$ cat config.mk
export PLATFORM = sky130hd
export DESIGN_NAME = vme_slave_decode
export DESIGN_NICKNAME = d
export VERILOG_FILES = /design/src/rtl/vme_dec_pkg.sv /design/src/rtl/vme_addr_decode.sv /design/src/rtl/vme_strobe_fsm.sv /design/src/rtl/vme_action_gen.sv /design/src/rtl/vme_slave_decode.sv
export SDC_FILE = /design/constraint.sdc
export NUM_CORES = 1
export LEC_CHECK = 0
export ABC_AREA = 0
export CORE_AREA = 2 2 268 270
export DETAILED_ROUTE_END_ITERATION = 12
export DIE_AREA = 0 0 270 272
export SYNTH_ARGS = -nofsm -noshare
export SYNTH_HDL_FRONTEND = slang
export SYNTH_SLANG_ARGS = --single-unit
export TNS_END_PERCENT = 20
$ cat constraint.sdc
create_clock -name clk -period 2.4 [get_ports clk]
set_input_delay 0.36 -clock clk [delete_from_list [all_inputs] [get_ports clk]]
set_output_delay 0.36 -clock clk [all_outputs]
set_load 0.02 [all_outputs]
$ cat src/rtl/vme_dec_pkg.sv
// Shared constants and the decoded-operation type for the VME slave decoder.
// Assumes A24 addressing and 16-bit data.
package vme_dec_pkg;
    localparam int AW = 24;
    localparam int AMW = 6;

    localparam logic [AMW-1:0] AM_SINGLE = 6'h3D;
    localparam logic [AMW-1:0] AM_BLK_A  = 6'h3B;
    localparam logic [AMW-1:0] AM_BLK_B  = 6'h3F;

    localparam logic [15:0] OFF_RESET  = 16'h0000;
    localparam logic [15:0] OFF_COUNT  = 16'h0001;
    localparam logic [15:0] OFF_MERGED = 16'h0100;
    localparam logic [15:0] OFF_BLKCNT = 16'h0101;
    localparam logic [7:0]  SUB_FIFO   = 8'h00;
    localparam logic [7:0]  SUB_THR    = 8'h02;

    typedef enum logic [2:0] {
        OP_NONE,    // not for this module: no acknowledge
        OP_NOP,     // acknowledged, no action
        OP_RESET,
        OP_COUNT,
        OP_THR,
        OP_FIFO,
        OP_MERGED,
        OP_BLKCNT
    } op_e;
endpackage

$ cat src/rtl/vme_addr_decode.sv
// Combinational address, modifier and direction decode.
// Maps one bus cycle onto an operation code and a channel index.
// Assumes NCH >= 2 and CH_PAGE + NCH <= 256, with CH_PAGE > 1.
module vme_addr_decode
    import vme_dec_pkg::*;
#(
    parameter int NCH     = 32,
    parameter int CH_PAGE = 16,
    parameter int DW      = 16,
    localparam int CH_W   = $clog2(NCH)
) (
    input  logic [3:0]     module_id,
    input  logic [AW-1:0]  addr,
    input  logic [AMW-1:0] am,
    input  logic           write_en,
    input  logic [DW-1:0]  wdata,
    output op_e            op,
    output logic [CH_W-1:0] chan
);
    localparam logic [8:0] PAGE_LO = 9'(CH_PAGE);
    localparam logic [8:0] PAGE_HI = 9'(CH_PAGE + NCH);
    localparam logic [DW-1:0] RESET_KEY = DW'(16'h0100);

    logic        mod_hit;
    logic        am_single;
    logic        am_block;
    logic [15:0] offs;
    logic [7:0]  page;
    logic [7:0]  sub;
    logic        in_window;

    // Split the address and classify the modifier.
    always_comb begin
        offs      = addr[15:0];
        page      = offs[15:8];
        sub       = offs[7:0];
        mod_hit   = (addr[23:20] == 4'h0) && (addr[19:16] == module_id);
        am_single = (am == AM_SINGLE);
        am_block  = (am == AM_BLK_A) || (am == AM_BLK_B);
        in_window = ({1'b0, page} >= PAGE_LO) && ({1'b0, page} < PAGE_HI);
    end

    // Select the operation; anything unmatched stays OP_NONE.
    always_comb begin
        op   = OP_NONE;
        chan = CH_W'(page - PAGE_LO[7:0]);
        if (mod_hit) begin
            if (offs == OFF_RESET && write_en && am_single)
                op = (wdata == RESET_KEY) ? OP_RESET : OP_NOP;
            else if (offs == OFF_COUNT && write_en && am_single)
                op = OP_COUNT;
            else if (offs == OFF_MERGED && !write_en && am_block)
                op = OP_MERGED;
            else if (offs == OFF_BLKCNT && !write_en && am_block)
                op = OP_BLKCNT;
            else if (in_window && am_single) begin
                if (sub == SUB_FIFO && !write_en)
                    op = OP_FIFO;
                else if (sub == SUB_THR && write_en)
                    op = OP_THR;
            end
        end
    end
endmodule

$ cat src/rtl/vme_strobe_fsm.sv
// Data-strobe handshake. A strobe first seen at edge k is decoded there.
// It is acted on and acknowledged at edge k+1 if the strobe is still low.
// The acknowledge is released on the first edge that sees the strobe high.
// Assumes ds_n is synchronous to clk.
module vme_strobe_fsm (
    input  logic clk,
    input  logic rst_n,
    input  logic ds_n,
    input  logic hit,
    output logic capture,
    output logic fire,
    output logic clear,
    output logic dtack_n
);
    typedef enum logic [1:0] {S_IDLE, S_LATCH, S_HOLD, S_DROP} st_e;
    st_e state;

    // Control pulses derived from the present state and the strobe.
    always_comb begin
        capture = (state == S_IDLE) && !ds_n;
        fire    = (state == S_LATCH) && !ds_n && hit;
        clear   = (state == S_HOLD) && ds_n;
    end

    // State register and registered acknowledge.
    always_ff @(posedge clk) begin
        if (!rst_n) begin
            state   <= S_IDLE;
            dtack_n <= 1'b1;
        end else begin
            case (state)
                S_IDLE:  if (!ds_n) state <= S_LATCH;
                S_LATCH: begin
                    if (ds_n)
                        state <= S_IDLE;
                    else if (hit) begin
                        state   <= S_HOLD;
                        dtack_n <= 1'b0;
                    end else
                        state <= S_DROP;
                end
                S_HOLD, S_DROP: begin
                    if (ds_n) begin
                        state   <= S_IDLE;
                        dtack_n <= 1'b1;
                    end
                end
                default: state <= S_IDLE;
            endcase
        end
    end
endmodule

$ cat src/rtl/vme_action_gen.sv
// Turns a latched operation into one-cycle strobes and registered read data.
// Assumes FIFO heads are first-word-fall-through, so the word read is the head
// at the time of the pop.
module vme_action_gen
    import vme_dec_pkg::*;
#(
    parameter int NCH   = 32,
    parameter int DW    = 16,
    localparam int CH_W = $clog2(NCH)
) (
    input  logic              clk,
    input  logic              rst_n,
    input  logic              fire,
    input  logic              clear,
    input  op_e               op,
    input  logic [CH_W-1:0]   chan,
    input  logic [DW-1:0]     wdata,
    input  logic [NCH*DW-1:0] fifo_heads,
    input  logic [DW-1:0]     merged_data,
    input  logic [DW-1:0]     blk_cycles,
    output logic [DW-1:0]     rdata,
    output logic [DW-1:0]     wr_data,
    output logic              mod_reset,
    output logic              cnt_we,
    output logic [NCH-1:0]    thr_we,
    output logic [NCH-1:0]    fifo_pop,
    output logic              merged_pop
);
    logic [NCH-1:0] thr_hit;
    logic [NCH-1:0] pop_hit;

    // Per-channel select lines from the latched channel index.
    for (genvar g = 0; g < NCH; g++) begin : g_chan
        assign thr_hit[g] = fire && (op == OP_THR)  && (chan == CH_W'(g));
        assign pop_hit[g] = fire && (op == OP_FIFO) && (chan == CH_W'(g));
    end

    // One-cycle action strobes.
    always_ff @(posedge clk) begin
        if (!rst_n) begin
            mod_reset  <= 1'b0;
            cnt_we     <= 1'b0;
            thr_we     <= '0;
            fifo_pop   <= '0;
            merged_pop <= 1'b0;
        end else begin
            mod_reset  <= fire && (op == OP_RESET);
            cnt_we     <= fire && (op == OP_COUNT);
            thr_we     <= thr_hit;
            fifo_pop   <= pop_hit;
            merged_pop <= fire && (op == OP_MERGED);
        end
    end

    // Write data that goes with the write strobes.
    always_ff @(posedge clk) begin
        if (!rst_n)
            wr_data <= '0;
        else if (fire && (op == OP_COUNT || op == OP_THR))
            wr_data <= wdata;
    end

    // Read data: loaded on acknowledge, cleared on release.
    always_ff @(posedge clk) begin
        if (!rst_n)
            rdata <= '0;
        else if (fire) begin
            case (op)
                OP_FIFO:   rdata <= fifo_heads[chan*DW +: DW];
                OP_MERGED: rdata <= merged_data;
                OP_BLKCNT: rdata <= blk_cycles;
                default:   rdata <= '0;
            endcase
        end else if (clear)
            rdata <= '0;
    end
endmodule

$ cat src/rtl/vme_slave_decode.sv
// VME A24/D16 slave decoder for one digitizer module.
// It latches the decode of each new data strobe and acts one clock later
// if the strobe is still held. It acknowledges only mapped accesses.
// Assumes all bus inputs are synchronous to clk.
module vme_slave_decode
    import vme_dec_pkg::*;
#(
    parameter int NCH     = 32,
    parameter int CH_PAGE = 16,
    parameter int DW      = 16,
    localparam int CH_W   = $clog2(NCH)
) (
    input  logic              clk,
    input  logic              rst_n,
    input  logic [3:0]        module_id,
    input  logic [AW-1:0]     addr,
    input  logic [AMW-1:0]    am,
    input  logic              write_en,
    input  logic              ds_n,
    input  logic [DW-1:0]     wdata,
    input  logic [NCH*DW-1:0] fifo_heads,
    input  logic [DW-1:0]     merged_data,
    input  logic [DW-1:0]     blk_cycles,
    output logic              dtack_n,
    output logic [DW-1:0]     rdata,
    output logic [DW-1:0]     wr_data,
    output logic              mod_reset,
    output logic              cnt_we,
    output logic [NCH-1:0]    thr_we,
    output logic [NCH-1:0]    fifo_pop,
    output logic              merged_pop
);
    op_e             op_d;
    op_e             op_q;
    logic [CH_W-1:0] chan_d;
    logic [CH_W-1:0] chan_q;
    logic [DW-1:0]   wdata_q;
    logic            capture;
    logic            fire;
    logic            clear;

    vme_addr_decode #(.NCH(NCH), .CH_PAGE(CH_PAGE), .DW(DW)) u_decode (
        .module_id (module_id),
        .addr      (addr),
        .am        (am),
        .write_en  (write_en),
        .wdata     (wdata),
        .op        (op_d),
        .chan      (chan_d)
    );

    // Hold the decode taken on the first strobe sample.
    always_ff @(posedge clk) begin
        if (!rst_n) begin
            op_q    <= OP_NONE;
            chan_q  <= '0;
            wdata_q <= '0;
        end else if (capture) begin
            op_q    <= op_d;
            chan_q  <= chan_d;
            wdata_q <= wdata;
        end
    end

    vme_strobe_fsm u_fsm (
        .clk     (clk),
        .rst_n   (rst_n),
        .ds_n    (ds_n),
        .hit     (op_q != OP_NONE),
        .capture (capture),
        .fire    (fire),
        .clear   (clear),
        .dtack_n (dtack_n)
    );

    vme_action_gen #(.NCH(NCH), .DW(DW)) u_action (
        .clk         (clk),
        .rst_n       (rst_n),
        .fire        (fire),
        .clear       (clear),
        .op          (op_q),
        .chan        (chan_q),
        .wdata       (wdata_q),
        .fifo_heads  (fifo_heads),
        .merged_data (merged_data),
        .blk_cycles  (blk_cycles),
        .rdata       (rdata),
        .wr_data     (wr_data),
        .mod_reset   (mod_reset),
        .cnt_we      (cnt_we),
        .thr_we      (thr_we),
        .fifo_pop    (fifo_pop),
        .merged_pop  (merged_pop)
    );
endmodule


Yosys cells after proc, flatten, opt, wreduce, memory -nomap -nowiden. Cells that the tools add are included. W data, S select, Z words.

Bits of input ports: 598. Word-level logic and storage cells: 192. Register bits after elaboration: 126. Output and inout bits: 100.

Magnitude comparators: 2. Equal/unequal tests: 53. Muxes and demuxes: 21. Reduce and logical (&&, ||, !) cells: 102. Shifts and indexed selects: 1. $add $sub $neg: 1.

Operators by type and width (number): $shiftx A512 B10 Y16 (1); $logic_and A1 B1 Y1 (87); $eq A5 B5 Y1 const B (16); $eq A16 B9 Y1 const B (3); $pmux W16 S3 (1); $eq A5 B4 Y1 const B (8); $mux W16 (2); $mux W3 (8); $eq A5 B3 Y1 const B (4); $eq A6 B6 Y1 const B (3); $eq A16 B1 Y1 const B (1); $logic_not A16 Y1 (1); $eq A3 B3 Y1 const B (4); $eq A5 B2 Y1 const B (2); $eq A8 B2 Y1 const B (1); $ge A8 B5 Y1 const B (1); $logic_not A8 Y1 (1); $lt A8 B6 Y1 const B (1); $mux W2 (4); $eq A3 B2 Y1 const B (2); $ne A2 B2 Y1 const B (3); $pmux W2 S3 (1); $eq A5 B1 Y1 const B (1); $logic_not A5 Y1 (1); 16 further kinds (23).

Longest topological paths before layout. Gate-level depths: netlist of the first run.

Depth in word-level cells: 10. Mapped depth: 8. Mapped depth without buffers: 5.

By module. A second synthesis of the first run with hierarchy kept.

Cells, all modules: 772. Area total of the unflattened synthesis: 8614.5 um^2.

Modules (own cells, without submodules): vme_action_gen (area each 7214.4 um^2, instances 1, seq. area each 1981.9 um^2, cells each 636); vme_slave_decode (area each 935.9 um^2, instances 1, seq. area each 480.5 um^2, cells each 78); vme_addr_decode (area each 329.1 um^2, instances 1, seq. area each 0.0 um^2, cells each 45); vme_strobe_fsm (area each 135.1 um^2, instances 1, seq. area each 60.1 um^2, cells each 13).

Least setup slack after synthesis of the first run. No wires, ideal clock.

Path kind: register to register. From: register chan_q[0]. To: register u_action.rdata[9]. Path buffers: 2. Library setup time: 0.138 ns. Arrival time: 1.795 ns. Slack: 0.467 ns. Data required time: 2.262 ns. Clock period less this slack: 1.933 ns. Cell stages (with the launch flop): 6. Path through: dfxtp_1 buf_6 buf_2 mux4_1 a2111oi_2 o221ai_1.

Word-level cells in the longest chain between the ends: 3.

RTL lines: from (decl) (line vme_slave_decode.sv:36) `logic [CH_W-1:0] chan_q;`; from (signal assigned) (line vme_slave_decode.sv:60) `chan_q <= chan_d;`; $shiftx A512 B10 Y16 (line vme_action_gen.sv:69) `OP_FIFO: rdata <= fifo_heads[chan*DW +: DW];`; $pmux W16 S3 (line vme_action_gen.sv:68) `case (op)`; $mux W16 (line vme_action_gen.sv:67) `else if (fire) begin`; to (signal assigned) (line vme_action_gen.sv:69); to (signal assigned) (line vme_action_gen.sv:70) `OP_MERGED: rdata <= merged_data;`; to (signal assigned) (line vme_action_gen.sv:71) `OP_BLKCNT: rdata <= blk_cycles;`; to (decl) (line vme_action_gen.sv:21) `output logic [DW-1:0] rdata,`.

Every way passes these cells. A chain may end at the register's enable or synchronous reset.

Final worst setup path of the first run.
From: register chan_q[1]. To: register u_action.rdata[5].

The elaborated chain is that of the path after synthesis.

==> results of run 1 <==
-- metrics by stage --
stage	cell area (sq um)	setup slack, ns	total power, uW
after detailed placement	17310	-0.6247	4419
final	18120	0.03201	7118
after CTS	18080	0.01458	7256
after global placement	17310	-0.6684	4407
after global routing	18110	-0.03333	7424
after floorplan	8676	0.4674	2950
-- cells in the mapped netlist (2+ instances only) --
library cell,number
o21ai_0,3
nand3_1,6
buf_4,5
nand4_1,2
nor4_1,9
nor2b_1,21
nor2_1,90
buf_6,5
nor3b_1,4
or3_1,2
mux4_1,14
o22ai_1,16
mux2i_1,112
and4_1,2
nand2b_1,3
dfxtp_1,126
clkbuf_1,35
xor2_1,3
buf_2,27
xnor2_1,2
mux4_2,82
and2_1,17
a21oi_1,18
a2111oi_2,16
nand4b_1,2
nor3_1,8
o221ai_1,32
nand2_1,120
o31ai_1,16
clkinv_1,2
a21boi_0,21
-- worst paths after layout --
kind	start	end	cells past startpoint
setup / recovery	chan_q[1]$_SDFFE_PN0P_	u_action.rdata[5]$_SDFFE_PN0P_	7
hold / removal	wdata_q[13]$_SDFFE_PN0P_	wdata_q[13]$_SDFFE_PN0P_	2
hold reg to reg	wdata_q[13]$_SDFFE_PN0P_	wdata_q[13]$_SDFFE_PN0P_	2
setup reg to reg	chan_q[1]$_SDFFE_PN0P_	u_action.rdata[5]$_SDFFE_PN0P_	7
-- layer usage --
layer / vias up / wire length [um] / share of wire [%] / global-route usage (%)
met5: - / 19 / 0.029 / 0
li1: 4703 / - / - / -
met4: 4 / 1067 / 1.7 / 4.649
met2: 468 / 34490 / 54 / 31.92
met3: 59 / 3977 / 6.2 / 4.408
met1: 5030 / 24890 / 39 / 19.02
-- what timing repair did --
item	4_1_cts	5_1_grt
cloned	1	0
setup endpoints to repair	16	8
endpoints found under the hold margin	0	0
buffers inserted	5	0
pin swaps	2	3
gates resized for setup	10	5
-- sequential cells by signal, summed over array words and instances (netlist names) --
register,flops
u_fsm.state,2
wdata_q,16
u_action.mod_reset,1
u_fsm.dtack_n,1
chan_q,5
u_action.wr_data,16
u_action.merged_pop,1
u_action.cnt_we,1
u_action.thr_we,32
u_action.rdata,16
u_action.fifo_pop,32
op_q,3
-- worst max-delay path: cells and delay by family (launching register included) --
family / cells / cell delay, ns
flip-flops: 1 / 0.40
multiplexers: 2 / 0.51
AO/OA/AOI/OAI: 2 / 0.72
AND/OR/NAND/NOR: 1 / 0.10
buffers and inverters: 2 / 0.47
-- cell type report --
class                   count  area, sq um  area share (%)
inverters                   2        7.507         0.04143
well taps                 950         1189           6.560
clock inverters            14        157.7          0.8701
flip-flops and latches    126         2537           14.00
clock buffers              18        439.2           2.424
multi-input cells         635         5889           32.50
repair buffers            795         7889           43.54
diodes                      4        10.01         0.05524
-- power groups by stage --
stage	Sequential, uW	Combinational (uW)	Clock (uW)
after global placement	2200	2210	0
after detailed placement	2200	2220	0
final	2140	2260	2710
after global routing	2140	2400	2880
after floorplan	2170	781	0
after CTS	2140	2290	2820
-- cell usage in the layout (no fill, tap or decap), types with 20 or more instances in the layout --
master	count
nand2_1	120
mux2i_1	111
a21boi_0	21
nor2b_1	20
dfxtp_1	120
o221ai_1	32
mux4_2	82
buf_4	82
nor2_1	89
clkdlybuf4s50_1	697
-- kinds of logic after synthesis --
logic type / Yosys count
muxes: 208
buffers and inverters: 75
xor gates and xnor gates: 5
AOI/OAI and AO/OA: 129
and+or+nand+nor: 293
DFF: 126
==> flow_metrics.py, run 1 <==
metrics = {
    "synth": {
        "synth_fa_ha_area_share_pct": 0,
        "ys_seq_elements": 126,
        "synth-compound-area-share_pct": 12.29,
        "synth_edf_count": 0,
        "synth-async-reset-ratio_pct": 0,
        "synth_mux_area_share_pct": 38.45,
        "syn_inst": 836,
        "yosysWarningCount": 0,
        "synth_simple_gate_area_share_pct": 15.36,
        "yosysSeqAreaShare_pct": 29.07,
        "syn_avg_cell_area_sq_um": 10.38,
        "synth_area_sq_mm": 0.008676,
        "synth_xor_area_share_pct": 0.5048,
        "yosysTopAreaCell": "dfxtp_1",
        "synth_top_area_share_pct": 29.07,
        "synth_top_family_by_area": "multiplexers",
        "yosys.cell_types.count": 46,
        "syn_nets": 1434,
        "synth_area_leaders": "dfxtp_1 (29%), mux4_2 (21%), mux2i_1 (13%)",
        "synth_ff_type": "dfxtp_1",
    },
    "clocking": {
        "cts_tree": "built",
        "cts_buffer_depth": 2,
        "cts.clk_slew.worst_paths_ns": 0.06,
        "numCtsBuffers": 17,
        "cts_sinks": 126,
        "clock_latency_ns": 0.48,
        "cts-htree-levels": 4,
        "ctsHoldBuffers": 0,
        "cts-root-buf": "clkbuf_16",
    },
    "floorplanning": {
        "core-area_sq_mm": 0.07075,
        "die_y_um": 272,
        "fp.dieArea_sq_mm": 0.07344,
        "initial_core_util_pct": 12.26,
        "ios": 698,
        "die_width_um": 270,
        "std_cell_rows": 98,
    },
    "timing": {
        "slew_headroom_pct": 53.98,
        "fmax_mhz": 422.3,
        "slew_viol_final": 0,
        "hold_viol": 0,
        "min_period_ns": 2.368,
        "clock-skew-final_ns": 0.01643,
        "rsz0062_at_grt": "yes",
        "worstMarginPinSlew_ns": 0.6710,
        "period_share_pct": 98.67,
        "tns_ns": 0,
        "timing.hold.ws_ns": 0.4638,
        "finalSetupViolCount": 0,
    },
    "place": {
        "port_buffers": 697,
        "place_congestion": 0.8706,
        "dp_hpwl_um": 55140,
        "dp.cells": 2502,
    },
    "routing": {
        "ant_nets": 0,
        "drt-total-wl_um": 64450,
        "drtIter0Drc": 427,
        "drcViolationCount": 0,
        "drtPass1Iterations": 7,
        "vias_per_cell": 4.035,
        "post_drt_wl_per_cell_um": 25.33,
        "vias": 10260,
    },
    "power_and_ir_drop": {
        "switching_power_uw": 2018,
        "pwr-share-clk_pct": 38.1,
        "p_comb_share_pct": 31.8,
        "cellPowerDensity_mw_per_mm2": 392.8,
        "leakagePower_uw": 0.006136,
        "seq_power_share_pct": 30.1,
        "switching_share_pct": 28.35,
        "vdd_drop_max_mv": 0.5062,
        "p_int_uw": 5100,
    },
    "global_route": {
        "antenna_found_initial": 18,
        "grt_overflow": 0,
        "track_usage_pct": 17.08,
        "grt_pass1_vias": 11180,
        "grt_max_degree": 44,
        "grt_pass1_wl_um": 86780,
    },
    "outcome": {
        "status": "completed",
    },
    "layout": {
        "nNetsFinal": 2175,
        "fillCellCount": 7493,
        "area_growth_pct": 108.8,
        "drive_gt1_share_pct": 15.35,
        "fin_cells": 2544,
        "fin_util_pct": 25.61,
    },
    "job": {
        "cap_violations": 0,
    },
    "setup_path": {
        "r2r_slack_ns": 0.03,
        "crit_path_max_incr_delay_ns": 0.55,
        "worstPathCellList": "buf_6, buf_4, mux4_2, mux2i_1, nor2_1, a2111oi_4, o221ai_1",
        "worstPathArrival_ns": 2.70,
        "critPathKind": "flip-flop to flip-flop",
        "critPathCaptureType": "flip-flop",
        "cp_slowest_cell": "a2111oi_4",
        "cp_data_required_time_ns": 2.74,
        "path_max_fanout": 14,
        "setup.worst_path.start_class": "flip-flop",
    },
    "hold_path": {
        "hp-class": "flip-flop to flip-flop",
    },
}
No activity file was read; power rests on OpenSTA's default activity.
==> run 2: changes to the inputs <==
- PLACE_DENSITY_LB_ADDON: default -> 0.1
==> run 2 against run 1 <==
  * Sequential share of layout area about the same
  * Clock-buffer cell count up 3
  * Final cell count down 0.39%
  * Clock power about the same
  * Highest routed layer unchanged
  * Sequential power about the same
  * Non-clock buffer count down 12
  * Worst hold slack better by 0.0012 ns
  * Clock skew down 0.0014 ns
==> flow_metrics.py, run 2 (synthesis gave the netlist of run 1 again) <==
metrics = {
    "outcome": {
        "status": "completed",
    },
    "layout": {
        "area_growth_pct": 108.5,
        "top_regs": "u_action.fifo_pop: 32 flops, u_action.thr_we: 32 flops",
        "drive_gt1_share_pct": 14.70,
        "fin_util_pct": 25.57,
        "layout_common_cells": "clkdlybuf4s50_1 (697), nand2_1 (120), dfxtp_1 (120), mux2i_1 (111), nor2_1 (89)",
        "layout_commonest_cell": "clkdlybuf4s50_1",
        "nNetsFinal": 2163,
    },
    "place": {
        "dp_hpwl_um": 59360,
        "place_congestion": 0.8610,
        "port_buffers": 697,
    },
    "floorplanning": {
        "initial_core_util_pct": 12.26,
        "die_width_um": 270,
        "ios": 698,
        "die_y_um": 272,
        "fp.dieArea_sq_mm": 0.07344,
        "core-area_sq_mm": 0.07075,
        "std_cell_rows": 98,
    },
    "setup_path": {
        "crit_path_frequent_cell": "buf_4",
        "critPathKind": "flip-flop to flip-flop",
        "critPathCaptureType": "flip-flop",
        "cp_top_family": "buffers and inverters",
        "path_max_fanout": 18,
        "worstPathArrival_ns": 2.59,
        "crit_end": "u_action.rdata[11]$_SDFFE_PN0P_",
        "r2r_end": "u_action.rdata[11]$_SDFFE_PN0P_",
        "cp_num_buf_inv": 5,
        "r2r_slack_ns": 0.14,
        "rr_worst_depth": 9,
        "worstPathCellList": "buf_4, clkinv_1, buf_4, nand2_1, buf_4, buf_4, o22ai_1, a2111oi_4, o221ai_1",
        "crit_path_max_incr_delay_ns": 0.46,
        "cp-startpoint": "chan_q[0]$_SDFFE_PN0P_",
        "cp_data_required_time_ns": 2.72,
        "r2r_start": "chan_q[0]$_SDFFE_PN0P_",
        "cp_slowest_cell": "a2111oi_4",
        "setup.worst_path.start_class": "flip-flop",
        "path_depth": 9,
    },
    "timing": {
        "slew_headroom_pct": 50.58,
        "period_share_pct": 94.29,
        "rsz0062_at_grt": "no",
        "min_period_ns": 2.263,
        "hold_viol": 0,
        "clock-skew-final_ns": 0.01498,
        "worstMarginPinSlew_ns": 0.7413,
        "slew_viol_final": 0,
        "timing.hold.ws_ns": 0.4650,
        "finalSetupViolCount": 0,
        "fmax_mhz": 441.9,
    },
    "clocking": {
        "cts.clk_slew.worst_paths_ns": 0.06,
        "cts_buffer_depth": 2,
        "cts-root-buf": "clkbuf_16",
        "clock_latency_ns": 0.47,
        "ctsHoldBuffers": 0,
        "cts_sinks": 126,
        "cts_tree": "built",
        "numCtsBuffers": 17,
        "cts-htree-levels": 4,
    },
    "global_route": {
        "grt_overflow": 0,
        "grt_pass1_wl_um": 91960,
        "grt_pass1_vias": 11050,
        "grt_max_degree": 44,
        "track_usage_pct": 18.30,
        "antenna_found_initial": 40,
    },
    "routing": {
        "vias": 10070,
        "vias_per_cell": 3.975,
        "drcViolationCount": 0,
        "post_drt_wl_per_cell_um": 27.17,
        "ant_nets": 0,
        "drt-total-wl_um": 68860,
        "drtPass1Iterations": 6,
        "drtIter0Drc": 460,
    },
    "power_and_ir_drop": {
        "vdd_drop_max_mv": 0.4936,
        "cellPowerDensity_mw_per_mm2": 393.4,
        "leakagePower_uw": 0.006101,
        "power_uw": 7116,
    },
    "hold_path": {
        "hold_start": "wdata_q[15]$_SDFFE_PN0P_",
        "hp-class": "flip-flop to flip-flop",
    },
    "job": {
        "cap_violations": 0,
    },
}
[run 2: layout make-up]
type	count	area (sq um)
Antenna cell	6	15.01
Clock buffer	21	471.7
Clock inverter	11	131.4
Fill cell	7562	52660
Inverter	2	7.507
Multi-Input combinational cell	635	5883
Sequential cell	126	2537
Tap cell	950	1189
Timing Repair Buffer	783	7855
[run 2: tightest hold or removal path: stages (launching register included)]
cell and delay (ns):
dfxtp_1 0.31, nand2_1 0.05, a21boi_0 0.06
[run 2: how the worst min path moves through the flow]
stage,slack (ns),end,cells after the start
4_1_cts,0.44,wdata_q[9]$_SDFFE_PN0P_,3
6_report,0.47,wdata_q[15]$_SDFFE_PN0P_,2
3_5_place_dp,0.45,u_action.rdata[12]$_SDFFE_PN0P_,2
5_1_grt,0.48,wdata_q[5]$_SDFFE_PN0P_,3
2_1_floorplan,0.44,wdata_q[10]$_SDFFE_PN0P_,2
3_3_place_gp,0.44,u_action.rdata[9]$_SDFFE_PN0P_,2
[run 2: timing repair]
item / CTS / global route
setup endpoints to repair: 13 / 8
resized for setup: 8 / 4
setup buffers: 4 / 0
pin swaps: 0 / 5
endpoints found under the hold margin: 0 / 0
[run 2: report_power, final]
| part | leakage, uW | internal (uW) | switching (uW) |
|---|---|---|---|
| Sequential | 0.00102 | 2110 | 26.3 |
| Combinational | 0.00479 | 1420 | 840 |
| Clock | 0.000291 | 1620 | 1090 |
[run 2: through the flow]
stage	TNS (ns)	cells	setup slack (ns)	area, sq um
2_1_floorplan	0	836	0.4674	8676
3_3_place_gp	-1.910	2492	-0.3629	17320
3_5_place_dp	-2.159	2492	-0.3405	17320
4_1_cts	0	2528	0.01189	18050
5_1_grt	0	2530	0.003711	18080
6_report	0	2534	0.1369	18090
[run 2: per-layer routing]
| metal | part of all wire (%) | routed length, um | global-route usage, % | vias to the layer above |
|---|---|---|---|---|
| li1 | - | - | - | 4679 |
| met1 | 37 | 25800 | 19.65 | 4916 |
| met2 | 55 | 37600 | 35.27 | 355 |
| met3 | 6.3 | 4343 | 5.254 | 87 |
| met4 | 1.3 | 895 | 3.757 | 36 |
| met5 | 0.32 | 222 | 0 | - |
==> run 3: changes to the inputs <==
- CORE_AREA: 2 2 268 270 -> 5 5 271 273
- DIE_AREA: 0 0 270 272 -> 0 0 276 278
==> run 3 against run 2 <==
  * Sequential share of layout area is 0.20 points lower
  * Utilization is 0.33 points higher
  * Clock power hardly changed
  * Sequential power hardly changed
  * Non-clock buffer count is 25 higher
  * Register-to-register slack worse by 0.08 ns
  * Maximum frequency is 3.6% lower
==> flow_metrics.py, run 3 (synthesis gave the netlist of run 1 again) <==
metrics = {
    "setup_path": {
        "r2r_end": "u_action.rdata[10]$_SDFFE_PN0P_",
        "setup.worst_path.start_class": "flip-flop",
        "rr_worst_depth": 7,
        "critPathKind": "flip-flop to flip-flop",
        "r2r_start": "chan_q[0]$_SDFFE_PN0P_",
        "r2r_slack_ns": 0.05,
        "crit_end": "u_action.rdata[10]$_SDFFE_PN0P_",
        "critPathCaptureType": "flip-flop",
        "cp-startpoint": "chan_q[0]$_SDFFE_PN0P_",
        "cp_data_required_time_ns": 2.72,
        "worstPathArrival_ns": 2.67,
        "path_max_fanout": 7,
    },
    "timing": {
        "slew_viol_final": 0,
        "worstMarginPinSlew_ns": 0.6519,
        "period_share_pct": 97.78,
        "fmax_mhz": 426.1,
        "hold_viol": 0,
        "finalSetupViolCount": 0,
        "min_period_ns": 2.347,
        "tns_ns": 0,
        "clock-skew-final_ns": 0.01829,
        "slew_headroom_pct": 56.14,
        "rsz0062_at_grt": "yes",
    },
    "routing": {
        "vias": 10170,
        "vias_per_cell": 3.963,
        "drcViolationCount": 0,
        "ant_nets": 0,
        "drt-total-wl_um": 72130,
        "post_drt_wl_per_cell_um": 28.11,
        "drtIter0Drc": 317,
        "drtPass1Iterations": 5,
    },
    "layout": {
        "layout_common_cells": "clkdlybuf4s50_1 (697), nand2_1 (120), dfxtp_1 (120), mux2i_1 (103), buf_4 (89)",
        "layout_commonest_cell": "clkdlybuf4s50_1",
        "top_regs": "u_action.fifo_pop: 32 flops, u_action.thr_we: 32 flops",
        "nNetsFinal": 2188,
        "drive_gt1_share_pct": 16.60,
        "fillCellCount": 7614,
        "area_growth_pct": 111.6,
        "fin_cells": 2566,
    },
    "hold_path": {
        "hold_start": "wdata_q[1]$_SDFFE_PN0P_",
        "hp-class": "flip-flop to flip-flop",
    },
    "clocking": {
        "cts-root-buf": "clkbuf_16",
        "cts_buffer_depth": 2,
        "cts_tree": "built",
        "cts-htree-levels": 4,
        "cts_sinks": 126,
        "clock_latency_ns": 0.47,
        "numCtsBuffers": 17,
        "cts.clk_slew.worst_paths_ns": 0.06,
    },
    "power_and_ir_drop": {
        "leakagePower_uw": 0.006256,
        "cellPowerDensity_mw_per_mm2": 391.4,
        "vdd_drop_max_mv": 0.3834,
    },
    "floorplanning": {
        "initial_core_util_pct": 12.24,
        "core-area_sq_mm": 0.07087,
        "die_y_um": 278,
        "ios": 698,
        "fp.dieArea_sq_mm": 0.07673,
        "die_width_um": 276,
        "std_cell_rows": 98,
    },
    "job": {
        "cap_violations": 0,
    },
    "place": {
        "place_congestion": 0.8507,
        "dp_hpwl_um": 61810,
        "dp.cells": 2500,
        "port_buffers": 697,
    },
    "global_route": {
        "antenna_found_initial": 30,
        "grt_pass1_wl_um": 95010,
        "track_usage_pct": 17.83,
        "grt_overflow": 0,
        "grt_max_degree": 44,
        "grt_pass1_vias": 11380,
    },
    "outcome": {
        "status": "completed",
    },
}
-- run 3: metal layers --
layer  vias up  share of wire, %  routed length, um  track usage, %
li1       4739                 -                  -               -
met1      4967                36              26300           18.91
met2       382                56              40060           34.72
met3        72               5.7               4080           4.605
met4        10               2.3               1629           4.956
met5         -             0.086                 62               0
-- run 3: critical path, stage by stage (launching register included) --
cell and delay (ns):
dfxtp_4 0.42, buf_12 0.16, buf_12 0.12, buf_4 0.16
buf_4 0.14, mux4_2 0.55, a2111oi_4 0.50, o221ai_1 0.16
-- run 3: stage by stage --
step	setup slack, ns	cell area [sq um]	util (%)	total power, uW	hold WS (ns)
3_3_place_gp	-0.4439	17340	24.47	4441	0.4432
2_1_floorplan	0.4674	8676	-	2950	0.4428
3_5_place_dp	-0.4526	17340	24.47	4451	0.4456
6_report	0.05340	18350	25.90	7184	0.4625
4_1_cts	-0.04678	18050	25.47	7304	0.4295
5_1_grt	-0.02038	18340	25.88	7549	0.4757
-- run 3: final cells by class --
| type | count | area (sq um) | area share [%] |
|---|---|---|---|
| antenna | 14 | 35.03 | 0.1909 |
| clock buffer | 18 | 439.2 | 2.393 |
| clock inverter | 13 | 152.6 | 0.8317 |
| inverter | 2 | 7.507 | 0.04090 |
| multi-input combinational | 635 | 5923 | 32.27 |
| sequential | 126 | 2537 | 13.83 |
| tap | 950 | 1189 | 6.476 |
| timing repair buffer | 808 | 8070 | 43.97 |
-- run 3: repair_timing --
item                       in CTS  in global routing
pin swaps                       3                  3
hold buffers                    0                  0
setup endpoints to repair      14                 15
resized for setup              20                 11
gates cloned                    0                  2
setup buffers                   0                 19
-- run 3: report_power, final --
group	total, uW	leakage, uW	switching [uW]	internal [uW]
Combinational	2320	0.00495	862	1450
Clock	2720	0.000288	1140	1580
Sequential	2150	0.00102	35.6	2110
-- run 3: worst min-delay path by stage --
stage	slack [ns]	endpoint	cells past startpoint
6_report	0.46	wdata_q[1]$_SDFFE_PN0P_	2
5_1_grt	0.48	chan_q[2]$_SDFFE_PN0P_	3
4_1_cts	0.43	chan_q[2]$_SDFFE_PN0P_	3
3_5_place_dp	0.45	u_action.rdata[15]$_SDFFE_PN0P_	2
3_3_place_gp	0.44	u_action.rdata[7]$_SDFFE_PN0P_	2
2_1_floorplan	0.44	wdata_q[10]$_SDFFE_PN0P_	2
